==> src/rtl/blit_launch_pkg.sv <==
package blit_launch_pkg;

  localparam int unsigned OFS_W  = 8;
  localparam int unsigned DATA_W = 8;

  // register offsets; the extended mode and colour byte positions are fixed
  localparam logic [OFS_W-1:0] OFS_DST0     = 8'h10;
  localparam logic [OFS_W-1:0] OFS_SRC0     = 8'h14;
  localparam logic [OFS_W-1:0] OFS_MODE     = 8'h18;
  localparam logic [OFS_W-1:0] OFS_EXT      = 8'h1b;
  localparam logic [OFS_W-1:0] OFS_TRANS_LO = 8'h1c;
  localparam logic [OFS_W-1:0] OFS_START    = 8'h40;

  localparam int unsigned START_REQ_BIT = 1;
  localparam int unsigned AUTO_BIT      = 7;
  localparam int unsigned SYS_SRC_BIT   = 2;

  typedef enum logic [1:0] {
    ACT_NONE = 2'd0,
    ACT_RUN  = 2'd1,
    ACT_ARM  = 2'd2
  } launch_act_e;

endpackage

==> src/rtl/blit_launch_regs.sv <==
module blit_launch_regs
  import blit_launch_pkg::*;
(
  input  logic              clk,
  input  logic              rst_n,
  input  logic              wr_en,
  input  logic [OFS_W-1:0]  wr_ofs,
  input  logic [DATA_W-1:0] wr_data,
  input  logic              rev_new,
  output logic [DATA_W-1:0] start_q,
  output logic [DATA_W-1:0] mode_q,
  output logic [DATA_W-1:0] ext_q,
  output logic [DATA_W-1:0] trans_lo_q,
  output logic              start_hit
);

  logic mode_hit, ext_hit, trans_hit;

  always_comb begin
    start_hit = wr_en && (wr_ofs == OFS_START);
    mode_hit  = wr_en && (wr_ofs == OFS_MODE);
    // revision gating of the two version-dependent registers
    ext_hit   = wr_en && (wr_ofs == OFS_EXT) && rev_new;
    trans_hit = wr_en && (wr_ofs == OFS_TRANS_LO) && !rev_new;
  end

  always_ff @(posedge clk) begin
    if (!rst_n) begin
      start_q    <= '0;
      mode_q     <= '0;
      ext_q      <= '0;
      trans_lo_q <= '0;
    end else begin
      if (start_hit) start_q    <= wr_data;
      if (mode_hit)  mode_q     <= wr_data;
      if (ext_hit)   ext_q      <= wr_data;
      if (trans_hit) trans_lo_q <= wr_data;
    end
  end

endmodule

==> src/rtl/blit_launch_addr.sv <==
module blit_launch_addr
  import blit_launch_pkg::*;
#(
  parameter int unsigned WIDE_W   = 22,
  parameter int unsigned NARROW_W = 21
) (
  input  logic              clk,
  input  logic              rst_n,
  input  logic              wr_en,
  input  logic [OFS_W-1:0]  wr_ofs,
  input  logic [DATA_W-1:0] wr_data,
  input  logic              mem_wide,
  input  logic              snap,
  output logic              dst_top_hit,
  output logic [WIDE_W-1:0] dst_addr,
  output logic [WIDE_W-1:0] src_addr,
  output logic [WIDE_W-1:0] dst_snap,
  output logic [WIDE_W-1:0] src_snap
);

  localparam int unsigned ADDR_BYTES = (WIDE_W + DATA_W - 1) / DATA_W;
  localparam logic [WIDE_W-1:0] MASK_NARROW =
    {{(WIDE_W - NARROW_W){1'b0}}, {NARROW_W{1'b1}}};

  logic [WIDE_W-1:0] dst_q, src_q;
  logic [WIDE_W-1:0] dst_nxt, src_nxt;
  logic [WIDE_W-1:0] addr_mask;

  // each byte lane keeps only the bits that fall inside the widest address
  for (genvar i = 0; i < ADDR_BYTES; i++) begin : g_lane
    localparam int unsigned LANE_W =
      (WIDE_W - i * DATA_W >= DATA_W) ? DATA_W : (WIDE_W - i * DATA_W);
    logic dst_hit, src_hit;
    assign dst_hit = wr_en && (wr_ofs == OFS_DST0 + OFS_W'(i));
    assign src_hit = wr_en && (wr_ofs == OFS_SRC0 + OFS_W'(i));
    assign dst_nxt[i*DATA_W +: LANE_W] =
      dst_hit ? wr_data[LANE_W-1:0] : dst_q[i*DATA_W +: LANE_W];
    assign src_nxt[i*DATA_W +: LANE_W] =
      src_hit ? wr_data[LANE_W-1:0] : src_q[i*DATA_W +: LANE_W];
  end

  assign dst_top_hit = wr_en && (wr_ofs == OFS_DST0 + OFS_W'(ADDR_BYTES - 1));
  assign addr_mask   = mem_wide ? '1 : MASK_NARROW;
  assign dst_addr    = dst_q & addr_mask;
  assign src_addr    = src_q;

  always_ff @(posedge clk) begin
    if (!rst_n) begin
      dst_q    <= '0;
      src_q    <= '0;
      dst_snap <= '0;
      src_snap <= '0;
    end else begin
      dst_q <= dst_nxt;
      src_q <= src_nxt;
      if (snap) begin
        // snapshot sees the byte written in the arming cycle
        dst_snap <= dst_nxt & addr_mask;
        src_snap <= src_nxt;
      end
    end
  end

endmodule

==> src/rtl/blit_launch_ctl.sv <==
module blit_launch_ctl
  import blit_launch_pkg::*;
(
  input  logic clk,
  input  logic rst_n,
  input  logic start_hit,
  input  logic start_req,
  input  logic dst_top_hit,
  input  logic auto_en,
  input  logic rev_new,
  input  logic sys_src,
  input  logic engine_busy,
  input  logic xfer_done,
  output logic arm_now,
  output logic run_pulse,
  output logic ctr_clr,
  output logic armed
);

  logic        trig;
  launch_act_e act;

  always_comb begin
    trig = 1'b0;
    if (!engine_busy) begin
      if (start_hit && start_req)              trig = 1'b1;
      if (dst_top_hit && rev_new && auto_en)   trig = 1'b1;
    end
    act = ACT_NONE;
    if (trig) act = sys_src ? ACT_ARM : ACT_RUN;
  end

  assign arm_now = (act == ACT_ARM);

  always_ff @(posedge clk) begin
    if (!rst_n) begin
      run_pulse <= 1'b0;
      ctr_clr   <= 1'b0;
      armed     <= 1'b0;
    end else begin
      run_pulse <= (act == ACT_RUN);
      ctr_clr   <= arm_now;
      if (arm_now)        armed <= 1'b1;
      else if (xfer_done) armed <= 1'b0;
    end
  end

endmodule

==> src/rtl/blit_launch_top.sv <==
module blit_launch_top
  import blit_launch_pkg::*;
#(
  parameter int unsigned WIDE_W   = 22,
  parameter int unsigned NARROW_W = 21
) (
  input  logic              clk,
  input  logic              rst_n,
  input  logic              rev_new,
  input  logic              mem_wide,
  input  logic              wr_en,
  input  logic [7:0]        wr_ofs,
  input  logic [7:0]        wr_data,
  input  logic              engine_busy,
  input  logic              xfer_done,
  output logic              run_pulse,
  output logic              armed,
  output logic              ctr_clr,
  output logic [WIDE_W-1:0] dst_addr,
  output logic [WIDE_W-1:0] src_addr,
  output logic [WIDE_W-1:0] dst_snap,
  output logic [WIDE_W-1:0] src_snap,
  output logic [7:0]        start_reg,
  output logic [7:0]        mode_reg,
  output logic [7:0]        ext_mode,
  output logic [7:0]        trans_lo
);

  logic start_hit, dst_top_hit, arm_now;

  blit_launch_regs u_regs (
    .clk        (clk),
    .rst_n      (rst_n),
    .wr_en      (wr_en),
    .wr_ofs     (wr_ofs),
    .wr_data    (wr_data),
    .rev_new    (rev_new),
    .start_q    (start_reg),
    .mode_q     (mode_reg),
    .ext_q      (ext_mode),
    .trans_lo_q (trans_lo),
    .start_hit  (start_hit)
  );

  blit_launch_addr #(
    .WIDE_W   (WIDE_W),
    .NARROW_W (NARROW_W)
  ) u_addr (
    .clk         (clk),
    .rst_n       (rst_n),
    .wr_en       (wr_en),
    .wr_ofs      (wr_ofs),
    .wr_data     (wr_data),
    .mem_wide    (mem_wide),
    .snap        (arm_now),
    .dst_top_hit (dst_top_hit),
    .dst_addr    (dst_addr),
    .src_addr    (src_addr),
    .dst_snap    (dst_snap),
    .src_snap    (src_snap)
  );

  blit_launch_ctl u_ctl (
    .clk         (clk),
    .rst_n       (rst_n),
    .start_hit   (start_hit),
    .start_req   (wr_data[START_REQ_BIT]),
    .dst_top_hit (dst_top_hit),
    .auto_en     (start_reg[AUTO_BIT]),
    .rev_new     (rev_new),
    .sys_src     (mode_reg[SYS_SRC_BIT]),
    .engine_busy (engine_busy),
    .xfer_done   (xfer_done),
    .arm_now     (arm_now),
    .run_pulse   (run_pulse),
    .ctr_clr     (ctr_clr),
    .armed       (armed)
  );

endmodule

==> config.mk <==
export PLATFORM = sky130hd
export DESIGN_NAME = blit_launch_top
export DESIGN_NICKNAME = d
export VERILOG_FILES = /design/src/rtl/blit_launch_pkg.sv /design/src/rtl/blit_launch_regs.sv /design/src/rtl/blit_launch_addr.sv /design/src/rtl/blit_launch_ctl.sv /design/src/rtl/blit_launch_top.sv
export SDC_FILE = /design/constraint.sdc
export NUM_CORES = 1
export LEC_CHECK = 0
export ABC_AREA = 1
export BUFFER_PORTS_ARGS = -buffer_cell sky130_fd_sc_hd__buf_4
export CAP_MARGIN = 20
export CORE_AREA = 10 10 140 110
export DETAILED_ROUTE_END_ITERATION = 7
export DIE_AREA = 0 0 150 120
export GPL_ROUTABILITY_DRIVEN = 1
export GPL_TIMING_DRIVEN = 0
export PLACE_DENSITY = 0.77
export SYNTH_ARGS = -nofsm -noshare
export SYNTH_HDL_FRONTEND = slang
export SYNTH_SLANG_ARGS = --single-unit
==> constraint.sdc <==
create_clock -name clk -period 1.4 [get_ports clk]
set_input_delay 0.14 -clock clk [delete_from_list [all_inputs] [get_ports clk]]
set_output_delay 0.14 -clock clk [all_outputs]
set_load 0.01 [all_outputs]
==> flow_summary.json <==
{
  "htreeDepth": 4,
  "worstMarginPinSlew_ps": 612,
  "num_vias": 5574,
  "layout.nets": 1022,
  "tritoncts": "yes",
  "synth_most_common_cell": "nand2_1",
  "setup_viol": 0,
  "ant_nets": 0,
  "synthTopCellsByCount": "nand2_1 (206), inv_1 (164), dfxtp_1 (123), nor2_1 (106), nand4_1 (65)",
  "cp_num_cells": 7,
  "worst-r2r-cell-count": 7,
  "post-route-util_pct": 59.9,
  "syn_nets": 845,
  "routedWlPerCell_um": 14.9,
  "layout_min_cycle_time_ps": 1290,
  "rr_startpoint": "u_regs.mode_q[2]",
  "critPathBufInv": 4,
  "async_flop_share_pct": 0,
  "critPathMaxStageDelay_ps": 320,
  "r2r-end": "u_addr.dst_snap[14]",
  "synthTopCellsByArea": "dfxtp_1 (44%), nand2_1 (14%), inv_1 (11%)",
  "synthFlopType": "dfxtp_1",
  "cap_violations": 0,
  "hold_ws_ps": 11.0,
  "die-height_um": 120,
  "area_delta_synth_final_pct": 37.1,
  "dp_hpwl_mm": 12.4,
  "crit_fanout": 10,
  "hold_end": "u_regs.start_q[6]",
  "dp.cells": 1138,
  "yosysTopAreaCellShare_pct": 44.4,
  "whs_path_depth": 3,
  "min_from": "wr_data[6]",
  "crit_chain": "buf_2 > nand3_4 > buf_12 > buf_6 > nand2_1 > inv_1 > nor2_1",
  "viasPerCell": 4.71,
  "num_antenna_cells": 0,
  "syn-instance-count": 822,
  "syn_area_per_cell_um2": 6.74,
  "hold_violations": 0,
  "ys_ff_latch": 123,
  "first_global_vias": 5283,
  "max_freq_ghz": 0.774,
  "worstPathArrival_ps": 1640,
  "post_route_cells_drive_above_1_share_pct": 24.7,
  "start_util_pct": 43.6,
  "leakage_nw": 3.82,
  "path_delay_family": "buffers and inverters",
  "clk_path_buf_depth": 2,
  "setup_ws_ps": 109,
  "ys_types": 21,
  "grtUsageTotal_pct": 19.4,
  "hold_class": "input port to flip-flop",
  "fin_area_um2": 7600,
  "grt_setup_unrepaired": "true",
  "antenna_found_initial": 0,
  "powerDensity_nw_per_um2": 1090,
  "pre_cts_ws_ps": -373,
  "row_count": 36,
  "crit_slowest_cell": "dfxtp_1",
  "place_area_um2": 6850,
  "synth_seq_area_share_pct": 44.4,
  "grt_pass1_wl_mm": 27.6,
  "slew-limit-headroom_pct": 59.0,
  "drtIter0Drc": 431,
  "cts_root_buf": "clkbuf_16",
  "crit_required_ps": 1750,
  "core_um2": 12700,
  "die_w_um": 150,
  "yosysWarnings": 0,
  "timing.final.crit_share_pct": 92.2,
  "clock_latency_ps": 420,
  "dr.pass1.iters": 5,
  "grt_max_degree": 17,
  "place_congestion": 0.871,
  "peakVddDrop_v": 0.000799,
  "dieArea_um2": 18000,
  "fin_cells": 1183,
  "pin_count": 146,
  "synth_edf_count": 0,
  "drc": 0,
  "cts.clk_slew.worst_paths_ps": 60,
  "totalWireLength_mm": 17.7,
  "portBuffers": 145,
  "cp-end-kind": "flip-flop",
  "path_class": "flip-flop to flip-flop",
  "numClockSinks": 123,
  "skew_ps": 8.43,
  "critPathLaunchType": "flip-flop",
  "synth_top_area_cell": "dfxtp_1",
  "r2r_slack_ps": 110,
  "status": "completed",
  "final_max_slew_viol_count": 0,
  "numCtsBuffers": 17,
  "grt-ovfl-total": 0,
  "syn_area_um2": 5540
}
[sequential cells by signal (all words and copies together), names as in the netlist]
| register | cells |
|---|---|
| u_addr.dst_q | 22 |
| u_addr.dst_snap | 22 |
| u_addr.src_addr | 22 |
| u_addr.src_snap | 22 |
| u_ctl.armed | 1 |
| u_ctl.ctr_clr | 1 |
| u_ctl.run_pulse | 1 |
| u_regs.ext_q | 8 |
| u_regs.mode_q | 8 |
| u_regs.start_q | 8 |
| u_regs.trans_lo_q | 8 |
[final cells by class]
cell class / instances / area [um^2]
fillers: 1195 / 5100
repair buffers: 158 / 1210
inverters: 166 / 623
clock buffers: 19 / 453
flip-flops and latches: 123 / 2460
multi-input cells: 469 / 2100
plain buffers: 64 / 402
clock inverters: 13 / 143
well taps: 171 / 214
[worst max path at each step]
| stage | start | endpoint | slack [ps] |
|---|---|---|---|
| final | u_regs.mode_q[2] | u_addr.dst_snap[14] | 110 |
| after global routing | u_regs.start_q[7] | u_addr.dst_snap[19] | -30 |
| after CTS | u_regs.start_q[7] | u_addr.dst_snap[14] | 20 |
| after detailed placement | wr_ofs[5] | u_addr.src_snap[1] | -370 |
| after global placement | wr_ofs[5] | u_addr.src_snap[20] | -350 |
| after floorplan | wr_ofs[2] | u_addr.dst_snap[10] | 70 |
[layer usage]
| layer | wire length, um | vias to the layer above | track usage (%) |
|---|---|---|---|
| li1 | - | 2860 | - |
| met2 | 7510 | 249 | 28.8 |
| met1 | 7800 | 2438 | 24.7 |
| met3 | 2060 | 27 | 8.34 |
| met5 | 0 | - | 0 |
| met4 | 283 | 0 | 6.36 |
[per-stage QoR]
step           power, mW  TNS (ps)
2_1_floorplan       3.77         0
3_3_place_gp        3.93    -23260
3_5_place_dp        3.94    -25590
4_1_cts             8.31         0
5_1_grt             8.52     -78.0
6_report            8.28         0
[logic make-up after synthesis]
kind of cell,share of synthesized area (%)
buffers and inverters,17.9
AOI/OAI and AO/OA,5.87
and+or+nand+nor,31.8
DFF,44.4
[power breakdown]
group          internal [mW]  switching [mW]
Sequential              3.51         0.00272
Combinational          0.106           0.261
Clock                   2.72            1.68
Total                   6.33            1.95
[worst min-delay path: stages]
cell and delay [ps]:
buf_4 100, o21ai_0 80, nor2_1 80
[repair_timing]
action                     4_1_cts  5_1_grt
setup buffers                    3        8
cloned                           0        1
setup endpoints to repair       27       44
pin swaps                        1        2
hold buffers                     1        0
hold endpoints to repair         1        0
gates resized for setup          1       20
[cell usage in the layout, fill, tap and decap left out, types with 2 or more instances in the layout]
cell type / count
a21oi_1: 33
buf_4: 182
clkbuf_16: 18
nor3_1: 2
clkbuf_1: 13
buf_1: 5
nor2_4: 3
nor2_2: 3
o21ai_0: 32
clkbuf_8: 2
nor2_1: 105
clkinvlp_4: 5
nand2_1: 206
clkbuf_4: 2
clkbuf_2: 3
buf_6: 3
nand4_1: 65
bufinv_16: 2
inv_1: 164
inv_2: 2
buf_2: 11
inv_6: 2
clkinv_2: 2
nand3_2: 3
dfxtp_1: 122
clkinv_4: 2
nand3_1: 13
Note: power is estimated with default switching activity, not from simulation.
